==> src/rtl/tac_pkg.sv <==
package tac_pkg;

  // Run-length selector: how many consecutive qualifying results are needed.
  typedef enum logic [1:0] {
    RUN_ONE  = 2'b00,
    RUN_TWO  = 2'b01,
    RUN_FOUR = 2'b10,
    RUN_SIX  = 2'b11
  } run_sel_e;

  // Threshold that event mode is currently watching.
  typedef enum logic {
    WATCH_HI = 1'b0,
    WATCH_LO = 1'b1
  } watch_e;

  function automatic logic [2:0] run_need(input run_sel_e sel);
    case (sel)
      RUN_ONE:  run_need = 3'd1;
      RUN_TWO:  run_need = 3'd2;
      RUN_FOUR: run_need = 3'd4;
      default:  run_need = 3'd6;
    endcase
  endfunction

endpackage

==> src/rtl/tac_rst_sync.sv <==
// Reset asserts asynchronously and is released synchronously.
module tac_rst_sync #(
  parameter int STAGES = 2
) (
  input  logic clk,
  input  logic rst_n,
  output logic rst_n_sync
);
  logic [STAGES-1:0] sync_q;

  always_ff @(posedge clk or negedge rst_n) begin
    if (!rst_n) sync_q <= '0;
    else        sync_q <= {sync_q[STAGES-2:0], 1'b1};
  end

  assign rst_n_sync = sync_q[STAGES-1];
endmodule

==> src/rtl/tac_limit_cmp.sv <==
// Full-width signed comparison against both thresholds.
module tac_limit_cmp #(
  parameter int TEMP_W = 12
) (
  input  logic [TEMP_W-1:0] temp_i,
  input  logic [TEMP_W-1:0] hi_i,
  input  logic [TEMP_W-1:0] lo_i,
  output logic              ge_hi_o,
  output logic              lt_lo_o
);
  logic signed [TEMP_W-1:0] t_s, h_s, l_s;

  always_comb begin
    t_s     = signed'(temp_i);
    h_s     = signed'(hi_i);
    l_s     = signed'(lo_i);
    ge_hi_o = (t_s >= h_s);
    lt_lo_o = (t_s <  l_s);
  end
endmodule

==> src/rtl/tac_fault_cnt.sv <==
// Counts consecutive qualifying results; flags the result that completes the run.
module tac_fault_cnt #(
  parameter int CNT_W = 3
) (
  input  logic             clk,
  input  logic             rst_n,
  input  logic             clr_i,
  input  logic             en_i,
  input  logic             qual_i,
  input  logic [CNT_W-1:0] need_i,
  output logic             hit_o
);
  logic [CNT_W-1:0] cnt_q, cnt_d, cnt_inc;
  logic             cnt_en;

  assign cnt_inc = cnt_q + {{(CNT_W-1){1'b0}}, 1'b1};
  assign hit_o   = en_i & qual_i & (cnt_inc == need_i);

  always_comb begin
    cnt_en = clr_i | en_i;
    cnt_d  = cnt_q;
    if (clr_i || hit_o || (en_i && !qual_i)) cnt_d = '0;
    else if (en_i && qual_i)                 cnt_d = cnt_inc;
  end

  always_ff @(posedge clk or negedge rst_n) begin
    if (!rst_n)      cnt_q <= '0;
    else if (cnt_en) cnt_q <= cnt_d;
  end
endmodule

==> src/rtl/tac_alert_fsm.sv <==
// Alert state and watched threshold, with the precedence of clears over counting.
module tac_alert_fsm
  import tac_pkg::*;
(
  input  logic clk,
  input  logic rst_n,
  input  logic sample_vld,
  input  logic mode_intr,
  input  logic reg_rd,
  input  logic ara_ack,
  input  logic shdn,
  input  logic gen_rst,
  input  logic ge_hi,
  input  logic lt_lo,
  input  logic hit,
  output logic cnt_en,
  output logic cnt_clr,
  output logic qual,
  output logic alert_act
);
  logic   act_q, act_d;
  watch_e watch_q, watch_d;
  logic   ack_evt, accept;

  always_comb begin
    ack_evt = mode_intr & act_q & (reg_rd | ara_ack);
    accept  = sample_vld & ~shdn & ~gen_rst & ~ack_evt;
    cnt_en  = accept & ~(mode_intr & act_q);
    cnt_clr = gen_rst | shdn | ack_evt;
    if (mode_intr) qual = (watch_q == WATCH_LO) ? lt_lo : ge_hi;
    else           qual = act_q ? lt_lo : ge_hi;
  end

  always_comb begin
    act_d   = act_q;
    watch_d = watch_q;
    if (gen_rst) begin
      act_d   = 1'b0;
      watch_d = WATCH_HI;
    end else if (shdn || ack_evt) begin
      act_d = 1'b0;
      if (mode_intr && act_q) watch_d = watch_e'(~watch_q);
    end else if (hit) begin
      act_d = mode_intr ? 1'b1 : ~act_q;
    end
    if (!mode_intr && !gen_rst) watch_d = WATCH_HI;
  end

  always_ff @(posedge clk or negedge rst_n) begin
    if (!rst_n) begin
      act_q   <= 1'b0;
      watch_q <= WATCH_HI;
    end else begin
      act_q   <= act_d;
      watch_q <= watch_d;
    end
  end

  assign alert_act = act_q;
endmodule

==> src/rtl/temp_alert_ctrl.sv <==
module temp_alert_ctrl
  import tac_pkg::*;
#(
  parameter int TEMP_W = 12,
  parameter int CNT_W  = 3,
  parameter int SYNC_STAGES = 2
) (
  input  logic              clk,
  input  logic              rst_n,
  input  logic              sample_vld,
  input  logic [TEMP_W-1:0] sample_temp,
  input  logic [TEMP_W-1:0] lim_hi,
  input  logic [TEMP_W-1:0] lim_lo,
  input  logic              mode_intr,
  input  logic [1:0]        fault_sel,
  input  logic              reg_rd,
  input  logic              ara_ack,
  input  logic              shdn,
  input  logic              gen_rst,
  input  logic              pol_hi,
  output logic              alert_o
);
  logic             rst_n_int;
  logic             ge_hi, lt_lo;
  logic             cnt_en, cnt_clr, qual, hit, alert_act;
  logic [CNT_W-1:0] need;

  assign need = CNT_W'(run_need(run_sel_e'(fault_sel)));

  tac_rst_sync #(.STAGES(SYNC_STAGES)) u_rst (
    .clk(clk), .rst_n(rst_n), .rst_n_sync(rst_n_int)
  );

  tac_limit_cmp #(.TEMP_W(TEMP_W)) u_cmp (
    .temp_i(sample_temp), .hi_i(lim_hi), .lo_i(lim_lo),
    .ge_hi_o(ge_hi), .lt_lo_o(lt_lo)
  );

  tac_fault_cnt #(.CNT_W(CNT_W)) u_cnt (
    .clk(clk), .rst_n(rst_n_int), .clr_i(cnt_clr), .en_i(cnt_en),
    .qual_i(qual), .need_i(need), .hit_o(hit)
  );

  tac_alert_fsm u_fsm (
    .clk(clk), .rst_n(rst_n_int), .sample_vld(sample_vld),
    .mode_intr(mode_intr), .reg_rd(reg_rd), .ara_ack(ara_ack),
    .shdn(shdn), .gen_rst(gen_rst), .ge_hi(ge_hi), .lt_lo(lt_lo),
    .hit(hit), .cnt_en(cnt_en), .cnt_clr(cnt_clr), .qual(qual),
    .alert_act(alert_act)
  );

  assign alert_o = pol_hi ? alert_act : ~alert_act;
endmodule

==> config.mk <==
export PLATFORM = sky130hd
export DESIGN_NAME = temp_alert_ctrl
export DESIGN_NICKNAME = d
export VERILOG_FILES = /design/src/rtl/tac_pkg.sv /design/src/rtl/tac_rst_sync.sv /design/src/rtl/tac_limit_cmp.sv /design/src/rtl/tac_fault_cnt.sv /design/src/rtl/tac_alert_fsm.sv /design/src/rtl/temp_alert_ctrl.sv
export SDC_FILE = /design/constraint.sdc
export NUM_CORES = 1
export LEC_CHECK = 0
export BUFFER_PORTS_ARGS = -buffer_cell sky130_fd_sc_hd__buf_2
export CAP_MARGIN = 10
export CORE_AREA = 5 5 54 56
export DETAILED_ROUTE_END_ITERATION = 8
export DIE_AREA = 0 0 59 61
export GPL_TIMING_DRIVEN = 0
export PLACE_DENSITY_LB_ADDON = 0.12
export SYNTH_ARGS = -nofsm -noshare
export SYNTH_HDL_FRONTEND = slang
export SYNTH_SLANG_ARGS = --single-unit
export TNS_END_PERCENT = 100
==> constraint.sdc <==
create_clock -name clk -period 0.9 [get_ports clk]
set_input_delay 0.135 -clock clk [delete_from_list [all_inputs] [get_ports clk]]
set_output_delay 0.135 -clock clk [all_outputs]
set_load 0.03 [all_outputs]
# Word-level counts from Yosys, hierarchy flattened
# Cells that the tools add are included.
[totals]
in_bits = 47
out_inout_bits = 1
ff_bits = 7
[op_classes]
eq_ne = 3
magnitude_cmp = 2
n_mux = 15
bitwise_logic = 18
n_reduce_logical = 17
add_sub_neg = 1
[op_table]
columns = ["op", "count"]
rows = [
  ["$ge A12 B12 Y1", 1],
  ["$lt A12 B12 Y1", 1],
  ["$mux W1", 12],
  ["$pmux W3 S3", 1],
  ["$reduce_bool A3 Y1", 3],
  ["$and A1 B1 Y1", 8],
  ["$mux W3", 2],
  ["$not A1 Y1", 6],
  ["$logic_and A1 B1 Y1", 4],
  ["$or A1 B1 Y1", 4],
  ["$reduce_and A2 Y1", 2],
  ["$add A3 B1 Y3 const B", 1],
  ["$eq A3 B3 Y1", 1],
  ["$logic_not A1 Y1", 3],
  ["$logic_or A1 B1 Y1", 3],
  ["$eq A2 B1 Y1 const B", 1],
  ["$eq A2 B2 Y1 const B", 1],
  ["$logic_not A2 Y1", 1],
  ["$reduce_bool A2 Y1", 1],
]

# Longest topological paths before layout
# Gate-level depths: netlist of run 1.
[depth]
ltp_word = 11
mapped_depth = 9
ltp_nobuf = 9

# Hierarchy
# A second synthesis of run 1 with hierarchy kept.
[hier_totals]
cells_unflattened = 125
hier_area_um2 = 1052.3
[modules_own_cells]
columns = ["module", "seq_area_each_um2", "area_each_um2", "cells_per_inst", "n_inst"]
rows = [
  ["tac_limit_cmp", 0.0, 594.3, 81, 1],
  ["tac_fault_cnt", 75.1, 231.5, 21, 1],
  ["tac_alert_fsm", 50.0, 152.6, 16, 1],
  ["tac_rst_sync", 50.0, 53.8, 3, 1],
  ["temp_alert_ctrl", 0.0, 20.0, 4, 1],
]

# Worst setup path after synthesis of run 1
# Ideal clock, no wire load.
[synth_path]
path_kind = "input to register"
startpoint = "input lim_hi[11]"
endpoint = "register u_cnt.cnt_q[1]"
t_arrival_ns = 1.818
setup_time_ns = 0.122
required_ns = 0.778
path_stages = 9
slack_ns = -1.040
cell_sequence = "inv_1 ha_1 nand4_2 nor2_1 a311o_1 or3_4 a21oi_4 nor2_2 a32o_1"
[synth_via]
elab_chain_len = 9
elab_cells_between_ends = 14
cone_classes = "order compare (1); mux (4); bitwise (2); reduce/logical (7)"
[synth_rtl]
columns = ["element", "line", "rtl"]
rows = [
  ["from (decl)", "temp_alert_ctrl.sv:12", "input logic [TEMP_W-1:0] lim_hi,"],
  ["$ge A12 B12 Y1 *", "tac_limit_cmp.sv:17", "ge_hi_o = (t_s >= h_s);"],
  ["$mux W1 (on tied branches)", "tac_alert_fsm.sv:31, tac_alert_fsm.sv:30", ""],
  ["$mux W1 *", "tac_alert_fsm.sv:30", "if (mode_intr) qual = (watch_q == WATCH_LO) ? lt_lo : ge_hi;"],
  ["$and A1 B1 Y1 (2 in series)", "tac_fault_cnt.sv:17", "assign hit_o = en_i & qual_i & (cnt_inc == need_i);"],
  ["$logic_or A1 B1 Y1 (2 in series)", "tac_fault_cnt.sv:22", "if (clr_i || hit_o || (en_i && !qual_i)) cnt_d = '0;"],
  ["$reduce_bool A2 Y1 (no line)", "n/a", ""],
  ["$reduce_and A2 Y1 (no line)", "n/a", ""],
  ["to (signal assigned)", "tac_fault_cnt.sv:28", "else if (cnt_en) cnt_q <= cnt_d;"],
  ["to (decl)", "tac_fault_cnt.sv:13", "logic [CNT_W-1:0] cnt_q, cnt_d, cnt_inc;"],
]
# Every way passes the cells marked *; elsewhere a longest branch is shown, timed or not.
# A chain may end at the register's enable or synchronous reset.

# Worst setup path after layout of run 1
[layout_path]
startpoint = "register u_cnt.cnt_q[0]"
endpoint = "register u_cnt.cnt_q[2]"
[layout_via]
elab_chain_len = 7
elab_cells_between_ends = 9
cone_classes = "add/sub (1); eq/ne (1); mux (2); bitwise (1); reduce/logical (4)"
[layout_rtl]
columns = ["element", "line", "rtl"]
rows = [
  ["$add A3 B1 Y3 *", "tac_fault_cnt.sv:16", "assign cnt_inc = cnt_q + {{(CNT_W-1){1'b0}}, 1'b1};"],
  ["$eq A3 B3 Y1", "tac_fault_cnt.sv:17", ""],
  ["$and A1 B1 Y1", "tac_fault_cnt.sv:17", ""],
  ["$logic_or A1 B1 Y1 (2 in series)", "tac_fault_cnt.sv:22", ""],
  ["$reduce_bool A2 Y1 (no line)", "n/a", ""],
  ["$reduce_and A2 Y1 (no line)", "n/a", ""],
]
# Every way passes the cells marked *; elsewhere a longest branch is shown, timed or not. The select of a mux whose other input is x is not followed.

==> results of run 1 <==
-- registers in the layout, indices dropped and copies added (netlist names) --
register and flops:
u_rst.sync_q 2, u_cnt.cnt_q 3, u_fsm.alert_act 1, u_fsm.watch_q 1
-- power by group through the flow --
| stage | Combinational (W) | Clock, W | Sequential (W) |
|---|---|---|---|
| after detailed placement | 0.000466 | 0 | 0.000341 |
| after floorplan | 0.000282 | 0 | 0.000338 |
| after CTS | 0.000483 | 0.000301 | 0.000335 |
| after global routing | 0.000549 | 0.000324 | 0.000335 |
| after global placement | 0.000450 | 0 | 0.000341 |
| final | 0.000481 | 0.000290 | 0.000334 |
-- cells by family after synthesis --
group,share of synthesized area
flip-flops,0.1707
adder cells (fa/ha/maj),0.2927
buffers and inverters,0.08781
XOR/XNOR,0.03415
AND/OR/NAND/NOR,0.1720
multiplexers,0.02073
other,0.003655
AO/OA/AOI/OAI,0.2183
-- per-stage QoR --
| stage | power [W] | util | cell area, um^2 |
|---|---|---|---|
| 6_report | 0.001105 | 0.6263 | 1495 |
| 5_1_grt | 0.001208 | 0.6263 | 1495 |
| 4_1_cts | 0.001119 | 0.6137 | 1465 |
| 3_5_place_dp | 0.0008068 | 0.5802 | 1385 |
| 3_3_place_gp | 0.0007909 | 0.5802 | 1385 |
| 2_1_floorplan | 0.0006197 | - | 1112 |
-- per-layer routing --
metal | GRT usage | wire, um
met5 | 0 | 0
met4 | 0.06796 | 48
met3 | 0.02553 | 163
met2 | 0.2744 | 1268
met1 | 0.1447 | 972
-- layout by cell type (no fill, tap or decap), drive strengths merged, types with 3 or more instances in the layout --
master and count:
dfrtp 7, o21ai 4, ha 24, o31ai 3, nand4 4, clkbuf 4, a21oi 9, nor2 7
nand2b 3, nand2 7, o211ai 3, buf 52, inv 24
-- final timing paths --
| path | end | slack [ns] | depth (start not counted) | from |
|---|---|---|---|---|
| max | u_cnt.cnt_q[2] | -0.98 | 7 | u_cnt.cnt_q[0] |
| min | u_fsm.watch_q | 0.05 | 2 | gen_rst |
| max reg2reg | u_cnt.cnt_q[2] | -0.98 | 7 | u_cnt.cnt_q[0] |
| min reg2reg | u_cnt.cnt_q[1] | 0.08 | 0 | u_rst.sync_q[1] |
| max in group asynchronous | u_rst.sync_q[1] | 0.62 | 2 | rst_n |
| min in group asynchronous | u_cnt.cnt_q[1] | 0.08 | 0 | u_rst.sync_q[1] |
-- final cells by class --
class                      instances  area, um^2  area share
tap                               30       37.54     0.02510
multi-input combinational         94       870.8      0.5824
clock buffer                       4       26.28     0.01757
inverter                          24       90.09     0.06025
sequential                         7       177.7      0.1188
timing repair buffer              53       292.8      0.1958
-- repair_timing --
item / CTS / global route
pin swaps: 2 / 2
setup endpoints to repair: 6 / 6
buffers inserted: 3 / 2
hold endpoints to repair: 2 / 0
gates resized for setup: 6 / 3
hold buffers: 1 / 0
==> results.md, run 1 <==
Finish:
- The number of non-filler instances in the completed layout is about 210.
- Of the cells placed in the final design, the portion with a size suffix greater than 1 is 0.4121.
- The total inserted antenna cells is 0.
- Fill cells in the final layout number ~230.
- The final layout contains between 200 and 300 nets.
- Relative to the synthesized area, the layout overhead comes to 45.73%.

Yosys:
- The part of the Yosys area used for sequential elements is 0.1707.
- The warning count from the yosys run is 0.
- The top-area cell type share of the netlist area is 0.2927.
- By count the netlist is led by 24 x sky130_fd_sc_hd__ha_1, 24 x sky130_fd_sc_hd__inv_1, 8 x sky130_fd_sc_hd__a21oi_1.
- Summed over all instances, the cell type with the most area after synthesis is sky130_fd_sc_hd__ha_1.
- The number of nets handed over by synthesis was 196.
- Dividing the synthesized area by the synthesized cell count gives slightly above 8 um^2.
- The most instantiated flip-flop cell in the synthesis netlist is sky130_fd_sc_hd__dfrtp_1.
- In this run the cell area of the synthesized design comes to ~0.0010 mm^2.
- The share of synthesized flip-flops with an asynchronous set or reset is 1.000.
- The synthesized instance count is around 130.
- Synthesis inferred 7 register bits.
- Counting flops with a built-in enable in the synthesized netlist gives 0.
- Yosys attributes the largest share of cell area to sky130_fd_sc_hd__ha_1 29%, sky130_fd_sc_hd__dfrtp_1 17%, sky130_fd_sc_hd__inv_1 8.8%.
- The post-synthesis cell type count is 38.

Global routing:
- The initial antenna violation count is 0.
- The first global-routing pass estimated 3.898 mm of wire.
- In the global route stage, overall resource usage came out at 0.1413.
- The total overflow left after global routing is 0.
- The pin count of the biggest net entering global routing is 7.
- The number of global-route vias before repair came to between 1000 and 1500.

Die:
- The number of placed I/O pins is 48.
- The floorplan step defined a die boundary enclosing about 0.0036 mm^2.
- The initial utilization of the core area, before any placement, comes to 0.4298.
- The y dimension of the die is 61 um.
- The core region is between 0.002 and 0.0025 mm^2.
- The die is roughly 59 um wide.
- The floorplan has 18 rows.

Timing:
- The number of max-slew violations in the final report was 0.
- Setup total negative slack on the finished layout was measured at -4.112 ns.
- The final setup violation count is 6.
- The number of hold violations in the final report was 0.
- The worst clock skew on the final layout is 0.004653 ns.
- For the finished layout, the period the worst path requires is approximately 1.9 ns.
- Setup repair after global routing could not meet its margin everywhere.
- Dividing the final minimum period by the clock period gives 2.091.
- Hold timing on the final database bottoms out at a slack of approximately 0.05 ns.
- Setup slack on the critical path of the routed design comes to -0.9819 ns.
- Derived from the worst setup path, the maximum achievable clock frequency is roughly 530 MHz.

Route:
- After the first detailed-routing iteration, the DRC count stood at 9.
- The number of nets with antenna violations after routing is 0.
- The first TritonRoute pass finished after 4 iterations.
- The aggregate routed wire length is approximately 2.5 mm.
- After detailed routing, the average wire length per cell comes to 11.57 um.
- The detailed router placed between 1000 and 1500 vias in this run.
- The average vias per placed instance is 5.080.
- The DRC violations left is 0.

Critical path:
- Together, buffers and inverters on the worst path number 0.
- The worst setup path is captured at a flip-flop.
- The start-to-end type of the worst setup path is flip-flop to flip-flop.
- Data arrives at the worst endpoint at a little over 2 ns.
- The worst-path cell with the longest stage delay is sky130_fd_sc_hd__dfrtp_2.
- The delay of the slowest cell on the worst path is approximately 0.42 ns.
- The critical path goes through ha_4 > xor2_2 > or4_1 > mux2_4 > o211ai_1 > a211o_1 > nand2_1.
- At the worst endpoint, the required time is between 1 and 1.5 ns.
- The kind of cell with the highest combined delay along the critical path is simple AND/OR/NAND/NOR gates.
- The kind of launch point of the worst setup path is a flip-flop.
- In this run the worst path has a maximum fanout of 4.

Power:
- The clock share of power is 0.262.
- The share of total power dissipated in combinational logic is 0.436.
- The power dissipated by switching net loads is around 0.00036 W.
- IR analysis of the VDD net gives a maximum drop of ~0.70 mV.
- The share of total power consumed by net switching is 0.3263.
- The total power density per cell area is roughly 740 mW/mm^2.
- The internal power is 0.0007444 W.
- The share of total power dissipated in sequential elements is 0.302.
- Summed over all cells, the static leakage comes to just under 0.8 nW.

Placement:
- At the end of routability-driven placement, the weighted congestion stood at just under 0.8.
- Once placement completed, the tool counted placed cells totaling between 200 and 250.
- The pre-CTS worst setup slack is -1.084 ns.
- The number of input and output port buffers inserted is 47.
- Detailed placement ended at an HPWL of roughly 2.2 mm.

Clock network:
- The TritonCTS clock tree is built.
- Clock-pin slew was measured on the worst setup and hold paths at roughly 0.050 ns.
- The tree is rooted in a sky130_fd_sc_hd__clkbuf_4.
- The clock insertion delay at the later pin of the skew report is roughly 0.26 ns.
- The number of buffers created by CTS is 3.
- In this run the number of H-tree levels came out at 1.
- The longest clock path from root to sink contains 2 buffers.
- The clock net in this run drives a total of 7 sinks.

Run:
- Across the run, the number of max-cap violations was 0.

Status:
- The flow ran to the end, but the final reports show violations.
- The final reports fail on negative setup slack.

Hold path:
- The path class of the tightest hold or removal check is primary input to flip-flop.
No activity file was read; power rests on OpenSTA's default activity.
==> inputs of run 2 (changes only) <==
ABC_AREA = 1   (was not set)
CORE_AREA = 5 5 60 62   (was 5 5 54 56)
DIE_AREA = 0 0 65 67   (was 0 0 59 61)
==> run 2 against run 1 <==
Against the previous run: sequential share of layout area is 1.5 points lower; utilization is 6.2 points lower; critical path type unchanged; critical endpoint is now u_fsm.alert_act; the flow still finishes with violations (negative setup slack); highest routed layer unchanged; worst setup slack better by 0.37 ns.
==> results.md, run 2 <==
Power:
- The internal power is 0.0007869 W.
- The power dissipated by switching net loads is 0.0004324 W.
- The clock share of power is 0.226.
- The total power is 0.001219 W.
- In this run the power density over the cells is between 700 and 800 mW/mm^2.
- In this run the static leakage power is just over 0.9 nW.
- The proportion of power drawn by combinational gates is 0.502.
- The share of total power consumed by net switching is 0.3546.
- The power share of the sequential group is 0.272.
- The worst supply voltage drop on vdd is around 0.73 mV.

Route:
- The aggregate routed wire length is roughly 2.6 mm.
- The number of nets with antenna violations after routing is 0.
- The detailed-route wire length per cell is approximately 10 um.
- Dividing the detail-routed via count by the number of cells gives around 4.6.
- The first-pass detailed-route iteration total is 4.
- Detailed routing inserted a total of between 1000 and 1500 vias.
- In the routed design, unresolved DRC markers number 0.
- The DRC marker count from the first detailed-route iteration is 13.

Yosys:
- The most instantiated flip-flop cell in the synthesis netlist is sky130_fd_sc_hd__dfrtp_1.
- Yosys instantiated no cell more often than sky130_fd_sc_hd__inv_1.
- The share of the Yosys chip area taken by registers is 0.1517.
- Of the post-synthesis cell area, the dominant cell type holds 0.2600.
- The number of nets in the synthesized netlist is approximately 240.
- For this run, asynchronously set or reset flops after synthesis account for 1.000.
- The dominant cell type by area after synthesis is sky130_fd_sc_hd__ha_1.
- The average footprint of a synthesized cell is approximately 6.9 um^2.
- By area the synthesized netlist is led by sky130_fd_sc_hd__ha_1 26%, sky130_fd_sc_hd__dfrtp_1 15%, sky130_fd_sc_hd__inv_1 14%.
- The count of flip-flops with a built-in enable after synthesis is 0.
- The warning count from the yosys run is 0.
- The synthesized instance count is between 150 and 200.
- After synthesis, the most frequently instantiated cells are 42 x sky130_fd_sc_hd__inv_1, 35 x sky130_fd_sc_hd__nand2_1, 24 x sky130_fd_sc_hd__ha_1.
- The post-synthesis cell type count is 24.
- The count of state elements after synthesis is 7.
- The netlist area before placement is ~0.0012 mm^2.

Global routing:
- The number of global-route vias before repair came to ~1100.
- The initial antenna violation count is 0.
- The global-route wire length before repair is roughly 4.5 mm.
- The met3 capacity usage during global routing is 0.02024.
- The layer flagged by global routing as most heavily used is met2.
- The pin count of the biggest net entering global routing is 9.
- For this run, global-route usage on met2 was measured as 0.2490.
- The met1 routing resource usage after global routing is 0.1393.
- For this run, the total global-route usage over all layers was measured as 0.1267.
- After global routing the overflow that remains totals 0.

Finish:
- Leaving out fill and tap cells, the most frequent cells in the layout are 46 x sky130_fd_sc_hd__buf_2, 34 x sky130_fd_sc_hd__nand2_1, 33 x sky130_fd_sc_hd__inv_1.
- The largest registers in the layout are u_cnt.cnt_q x3, u_rst.sync_q x2.
- Fill cells in the final layout number slightly below 300.
- The number of non-filler instances in the completed layout is between 200 and 300.
- The register with the most flip-flops in the layout has 3 of them.
- The library cell used most frequently in the layout, excluding fill and tap cells, is sky130_fd_sc_hd__buf_2.
- The final layout contains 293 nets.
- 0 antenna diodes ended up in the layout.
- From synthesis to final layout, the design area changed by 45.50%.
- In the final layout, the share of cells above drive strength 1 is 0.4344.
- The register with the most flip-flops is u_cnt.cnt_q.

Placement:
- Prior to clock tree synthesis, the placed netlist has a worst setup slack of -0.7313 ns.
- The count of buffers added on input and output ports is 47.
- The half-perimeter wire length after placement is around 2.4 mm.
- The routability-driven placement congestion ratio is just over 0.8.
- Counting tap cells, the placed design contains a total of between 200 and 250 instances.

Clock network:
- Clock latency on the worst-skew pair, taken at its later pin, is 0.25 ns.
- The clock passes through at most 2 buffers.
- The number of clock buffers added by TritonCTS is 3.
- The clock transition at the register clock pins on the worst setup and hold paths after CTS is about 0.05 ns.
- The TritonCTS clock tree is built.
- The clock net sink count is 7.
- The CTS H-tree depth is 1.
- The clock tree root driver cell is sky130_fd_sc_hd__clkbuf_4.

Timing:
- The number of hold violations in the final report is 0.
- In the finished design, the share of the clock period the worst path needs comes to 1.683.
- The number of max-slew violations in the final report is 0.
- Setup violations remaining at the end of the flow were counted as 6.
- Between clock sinks in the finished design, the worst skew comes to between 0.0009 and 0.001 ns.
- For this run, the top clock speed supported by timing is approximately 660 MHz.
- The minimum period implied by the final worst setup slack is between 1.5 and 2 ns.
- Setup repair after global routing could not meet its margin everywhere.
- Setup slack on the critical path of the routed design comes to -0.6145 ns.
- Adding up every negative setup slack in the final design gives -2.878 ns.

Die:
- The y dimension of the die is 67 um.
- The floorplan step defined a core boundary enclosing between 0.002 and 0.003 mm^2.
- For this configuration, the core starts out at a cell density of 0.3878.
- The die is 65 um wide.
- The standard-cell row count is 20.
- The number of placed I/O pins is 48.
- The floorplan step defined a die boundary enclosing ~0.0044 mm^2.

Hold path:
- The kind of path behind the tightest hold check is flip-flop to async pin.

Critical path:
- In this design, the stage delay of the slowest critical-path cell is about 0.40 ns.
- At the worst endpoint, the required time is slightly above 1 ns.
- The slowest stage of the critical path is the sky130_fd_sc_hd__dfrtp_1 cell.
- Data on the critical path arrives at its endpoint at around 1.7 ns.
- The largest fanout on the critical path is 3.
- The critical path goes through ha_4 > inv_4 > o21ai_2 > o21ai_1 > a21oi_2 > nand2_1 > nor2_2 > nand3_1 > nand3_1 > nand2_1.
- The critical path in this run is classified as flip-flop to flip-flop.
- STA classifies the critical path endpoint as a flip-flop.
- The kind of launch point of the worst setup path is a flip-flop.

Status:
- The run finished, with violations left.
- The final reports fail on negative setup slack.

Run:
- The number of maximum-capacitance violations is 0.
## run 2: changes by cell type after synthesis, moves of 3 or more
cell                       previous run  this run
sky130_fd_sc_hd__inv_1               24        42
sky130_fd_sc_hd__nand2_1              7        35
sky130_fd_sc_hd__nand2_2              0         3
sky130_fd_sc_hd__nand2b_1             3         0
sky130_fd_sc_hd__nand3_1              2        10
sky130_fd_sc_hd__nand3_2              0         5
sky130_fd_sc_hd__o211ai_1             3         0
sky130_fd_sc_hd__o21ai_1              0         5
sky130_fd_sc_hd__o31ai_1              3         0
## run 2: cells by family (layout without fill, tap and decap cells)
group | count (synthesis) | in the layout | share of synthesized area
simple gates | 68 | 68 | 0.3109
fa+ha+maj | 24 | 24 | 0.2600
other cells | 1 | 1 | 0.003247
buf+inv | 45 | 99 | 0.1528
flops | 7 | 7 | 0.1517
compound gates | 20 | 20 | 0.1062
xor+xnor | 2 | 2 | 0.01517
## run 2: routing by layer
layer | part of all wire | vias up
li1 | - | 634
met1 | 0.39 | 502
met2 | 0.54 | 26
met3 | 0.061 | 2
met4 | 0.0053 | 0
met5 | 0 | -
## run 2: path summary, 6_finish.rpt
check	cells after the start	endpoint	slack, ns	from
hold / removal	0	u_cnt.cnt_q[0]	0.07	u_rst.sync_q[1]
min in group clk	2	u_fsm.watch_q	0.10	gen_rst
max in group asynchronous	2	u_rst.sync_q[0]	0.60	rst_n
setup / recovery	10	u_fsm.alert_act	-0.61	u_cnt.cnt_q[0]
setup reg to reg	10	u_fsm.alert_act	-0.61	u_cnt.cnt_q[0]
hold reg to reg	0	u_cnt.cnt_q[0]	0.07	u_rst.sync_q[1]
## run 2: worst max-delay path: cells and delay by family (launching register included)
kind,cells,cell delay (ns)
buffers and inverters,1,0.03
DFF,1,0.40
AOI/OAI and AO/OA,3,0.29
adders and majority gates,1,0.29
and+or+nand+nor,5,0.37
## run 2: cell type report
class	instances	area (um^2)	share of cell area
plain buffers	1	11.26	0.006701
repair buffers	50	266.5	0.1586
flip-flops and latches	7	175.2	0.1042
well taps	33	41.29	0.02457
clock buffers	4	26.28	0.01564
inverters	44	170.2	0.1013
multi-input cells	115	989.7	0.5890
## run 2: per-stage QoR
stage                     cell area, um^2  hold WS [ns]  utilization
final                                1680       0.07059       0.5643
after CTS                            1665       0.07764       0.5592
after detailed placement             1599      -0.07697       0.5370
after global routing                 1680       0.08470       0.5643
after global placement               1599      -0.08125       0.5370
after floorplan                      1323       -0.1606            -
## run 2: power groups by stage
stage	logic, W	registers (W)	clock network (W)
finish	0.000612	0.000331	0.000276
global route	0.000702	0.000333	0.000310
CTS	0.000624	0.000332	0.000289
detailed placement	0.000599	0.000338	0
global placement	0.000568	0.000337	0
floorplan	0.000389	0.000336	0
## run 2: timing repair
item,CTS,global route
setup endpoints to repair,6,6
gates resized for setup,5,3
hold endpoints to repair,2,0
pin swaps,2,0
setup buffers,2,0
hold buffers,1,0
==> inputs of run 3 (changes only) <==
ABC_AREA = not set   (was 1)
CORE_AREA = 5 5 57 59   (was 5 5 60 62)
DIE_AREA = 0 0 62 64   (was 0 0 65 67)
SKIP_CTS_REPAIR_TIMING = 1   (was not set)
==> run 3 against run 2 <==
Against the previous run: total power down 10%; maximum frequency shrank 20%; critical path depth fell by 3; global-route usage fell by 0.37 points; via count down 10%; design area fell by 13%; final cell count is 17% lower; the run still ends with negative setup slack left; non-clock buffer count shrank 1; sequential share of layout area is 1.7 points higher; die area decreased by 8.9%; hold slack got worse by 0.0036 ns; clock-buffer cell count unchanged; critical endpoint is now u_cnt.cnt_q[2].
==> results.md, run 3 (synthesis gave the netlist of run 1 again) <==
Status:
- The flow ran to the end, but the final reports show violations.
- The checks that failed: negative setup slack.

Die:
- In this run the standard cell core region covers around 0.0027 mm^2.
- The y dimension of the die is 64 um.
- For this design the top-level I/O count stands at between 40 and 50.
- The standard-cell row count is 19.
- The die covers approximately 0.0040 mm^2.
- The die is slightly above 60 um wide.
- The initial utilization of the core area, before any placement, comes to 0.3853.

Finish:
- Registers take around 180 um^2.
- Of the cells placed in the final design, the portion with a size suffix greater than 1 is 0.4022.
- The layout overhead on the synthesized area is 42.93%.
- For this run, the share of the core covered by cells in the final layout is 0.5508.
- The final layout contains 251 nets.
- The number of inserted filler cells in the final layout is ~260.
- The repair_antennas step left the layout with diodes totalling 0.
- In the final layout, the multi-input gates occupy between 800 and 900 um^2.
- The register with the most flip-flops is u_cnt.cnt_q.
- The flip-flop count of the largest register, all copies and words added is 3.
- The most common cell after layout, fill and taps aside is sky130_fd_sc_hd__buf_2.
- In the final layout, the registers with the most flip-flops are u_cnt.cnt_q x3, u_rst.sync_q x2.
- In the layout the commonest cells are 46 x sky130_fd_sc_hd__buf_2, 23 x sky130_fd_sc_hd__inv_1, 18 x sky130_fd_sc_hd__ha_1.
- The number of non-filler instances in the completed layout is 210.

Timing:
- The smallest setup slack after layout is -0.9952 ns.
- Clock skew on the completed layout was measured at around 0.00028 ns.
- Setup repair after global routing could not meet its margin everywhere.
- Of the available clock period, the critical path in the final layout requires 2.106.
- The final setup violation count is 6.
- The number of hold violations in the final report is 0.
- The number of max-slew violations in the final report was 0.
- Derived from the worst setup path, the maximum achievable clock frequency is ~530 MHz.
- The worst path in the final design needs a cycle of roughly 1.9 ns, including I/O delays and setup.
- The accumulated negative setup slack is -4.180 ns.

Placement:
- The total placed cells including tap cells is a little over 200.
- The routability-driven placement congestion ratio is 0.7615.
- The number of input and output port buffers inserted is 47.
- Detailed placement ended at an HPWL of between 2 and 2.5 mm.

Route:
- After detailed routing, the number of remaining DRC violations is 0.
- After the first detailed-routing iteration, the DRC count stood at 11.
- The aggregate routed wire length is 2.485 mm.
- The first TritonRoute pass finished after 3 iterations.
- The number of nets with antenna violations after routing is 0.
- The detailed-route wire length per cell is about 12 um.
- The routed via count is between 1000 and 1500.
- The average vias per placed instance is between 4 and 5.

Critical path:
- The worst setup path is captured at a flip-flop.
- The largest fanout on the critical path is 4.
- The start-to-end type of the worst setup path is flip-flop to flip-flop.
- For the worst setup path, the data required time is 1.04 ns.
- The kind of launch point of the worst setup path is a flip-flop.
- STA puts the critical path data arrival time at a little over 2 ns.

Global routing:
- The global-route wire length before repair is 3.836 mm.
- The number of global-route vias before repair was slightly above 1000.
- Summed over all layers, the global routing overflow is 0.
- The initial antenna violation count came to 0.
- The total global-route track usage is 0.1230.
- The pin count of the biggest net entering global routing is 7.

Clock network:
- TritonCTS built the clock tree.
- The CTS H-tree depth is 1.
- The clock transition at the register clock pins on the worst setup and hold paths after CTS is 0.05 ns.
- In this run, CTS created clock tree buffers numbering 3.
- The clock net sink count is 7.
- No sink is reached through more buffers than the 2 on the longest clock path.
- The clock tree root driver cell is sky130_fd_sc_hd__clkbuf_4.
- The clock insertion delay at the later pin of the skew report is 0.25 ns.

Run:
- The number of maximum-capacitance violations is 0.

Power:
- Summed over all cells, the static leakage comes to around 0.77 nW.
- The worst supply voltage drop on vdd is 0.7109 mV.
- The total power is 0.001095 W.
- The total power density per cell area is 746.5 mW/mm^2.

Hold path:
- The kind of path behind the tightest hold check is primary input to flip-flop.
==> run 3: cell count changes in the layout (fill, tap and decap cells not counted), sizes merged, moves of 2 or more <==
cell	delta
nand2b	+3
or3	+2
o211ai	+3
nand2	-32
inv	-20
nor3	+2
o31ai	+3
nand3	-13
o21ai	-3
xor2	+2
a211oi	+2
==> run 3: path summary, 6_finish.rpt <==
check                                start              end  slack, ns  cells after the start
setup / recovery            u_cnt.cnt_q[0]   u_cnt.cnt_q[2]       -1.0                      7
hold / removal                     gen_rst    u_fsm.watch_q       0.07                      2
setup reg to reg            u_cnt.cnt_q[0]   u_cnt.cnt_q[2]       -1.0                      7
hold reg to reg            u_rst.sync_q[1]    u_fsm.watch_q       0.08                      0
max in group asynchronous            rst_n  u_rst.sync_q[0]       0.61                      2
min in group asynchronous  u_rst.sync_q[1]    u_fsm.watch_q       0.08                      0
==> run 3: area by class of cell <==
type / count / share of cell area
inverter: 24 / 0.06143
multi-input combinational: 94 / 0.5913
clock buffer: 4 / 0.01792
tap: 31 / 0.02645
sequential: 7 / 0.1212
timing repair buffer: 50 / 0.1817
==> run 3: stage by stage <==
step,hold slack [ns],area (um^2),setup slack [ns]
floorplan,-0.1606,1112,-0.9078
global placement,-0.08040,1386,-1.079
detailed placement,-0.07743,1386,-1.094
CTS,-0.3503,1413,-1.010
global route,0.07242,1466,-1.110
finish,0.06702,1466,-0.9952
==> run 3: power by group <==
part	switching, W	total, W	internal [W]	leakage, nW
clock network	0.000108	0.000277	0.000169	0.0150
registers	0.0000110	0.000336	0.000325	0.0895
logic	0.000234	0.000483	0.000248	0.669
total	0.000353	0.00109	0.000742	0.774
==> run 3: layer usage <==
layer | wire [um] | up-vias | global-route usage | share of wire
met1 | 968 | 462 | 0.1340 | 0.39
met3 | 147 | 3 | 0.01408 | 0.059
met2 | 1341 | 24 | 0.2293 | 0.54
met5 | 0 | - | 0 | 0
met4 | 29 | 0 | 0.04775 | 0.012
li1 | - | 554 | - | -
==> run 3: critical path, cell delays in order (launching register included) <==
cell                       delay (ns)
sky130_fd_sc_hd__dfrtp_2         0.44
sky130_fd_sc_hd__ha_4            0.19
sky130_fd_sc_hd__xor2_2          0.17
sky130_fd_sc_hd__or4_1           0.39
sky130_fd_sc_hd__mux2_4          0.31
sky130_fd_sc_hd__o211ai_1        0.11
sky130_fd_sc_hd__a211o_1         0.12
sky130_fd_sc_hd__nand2_1         0.05
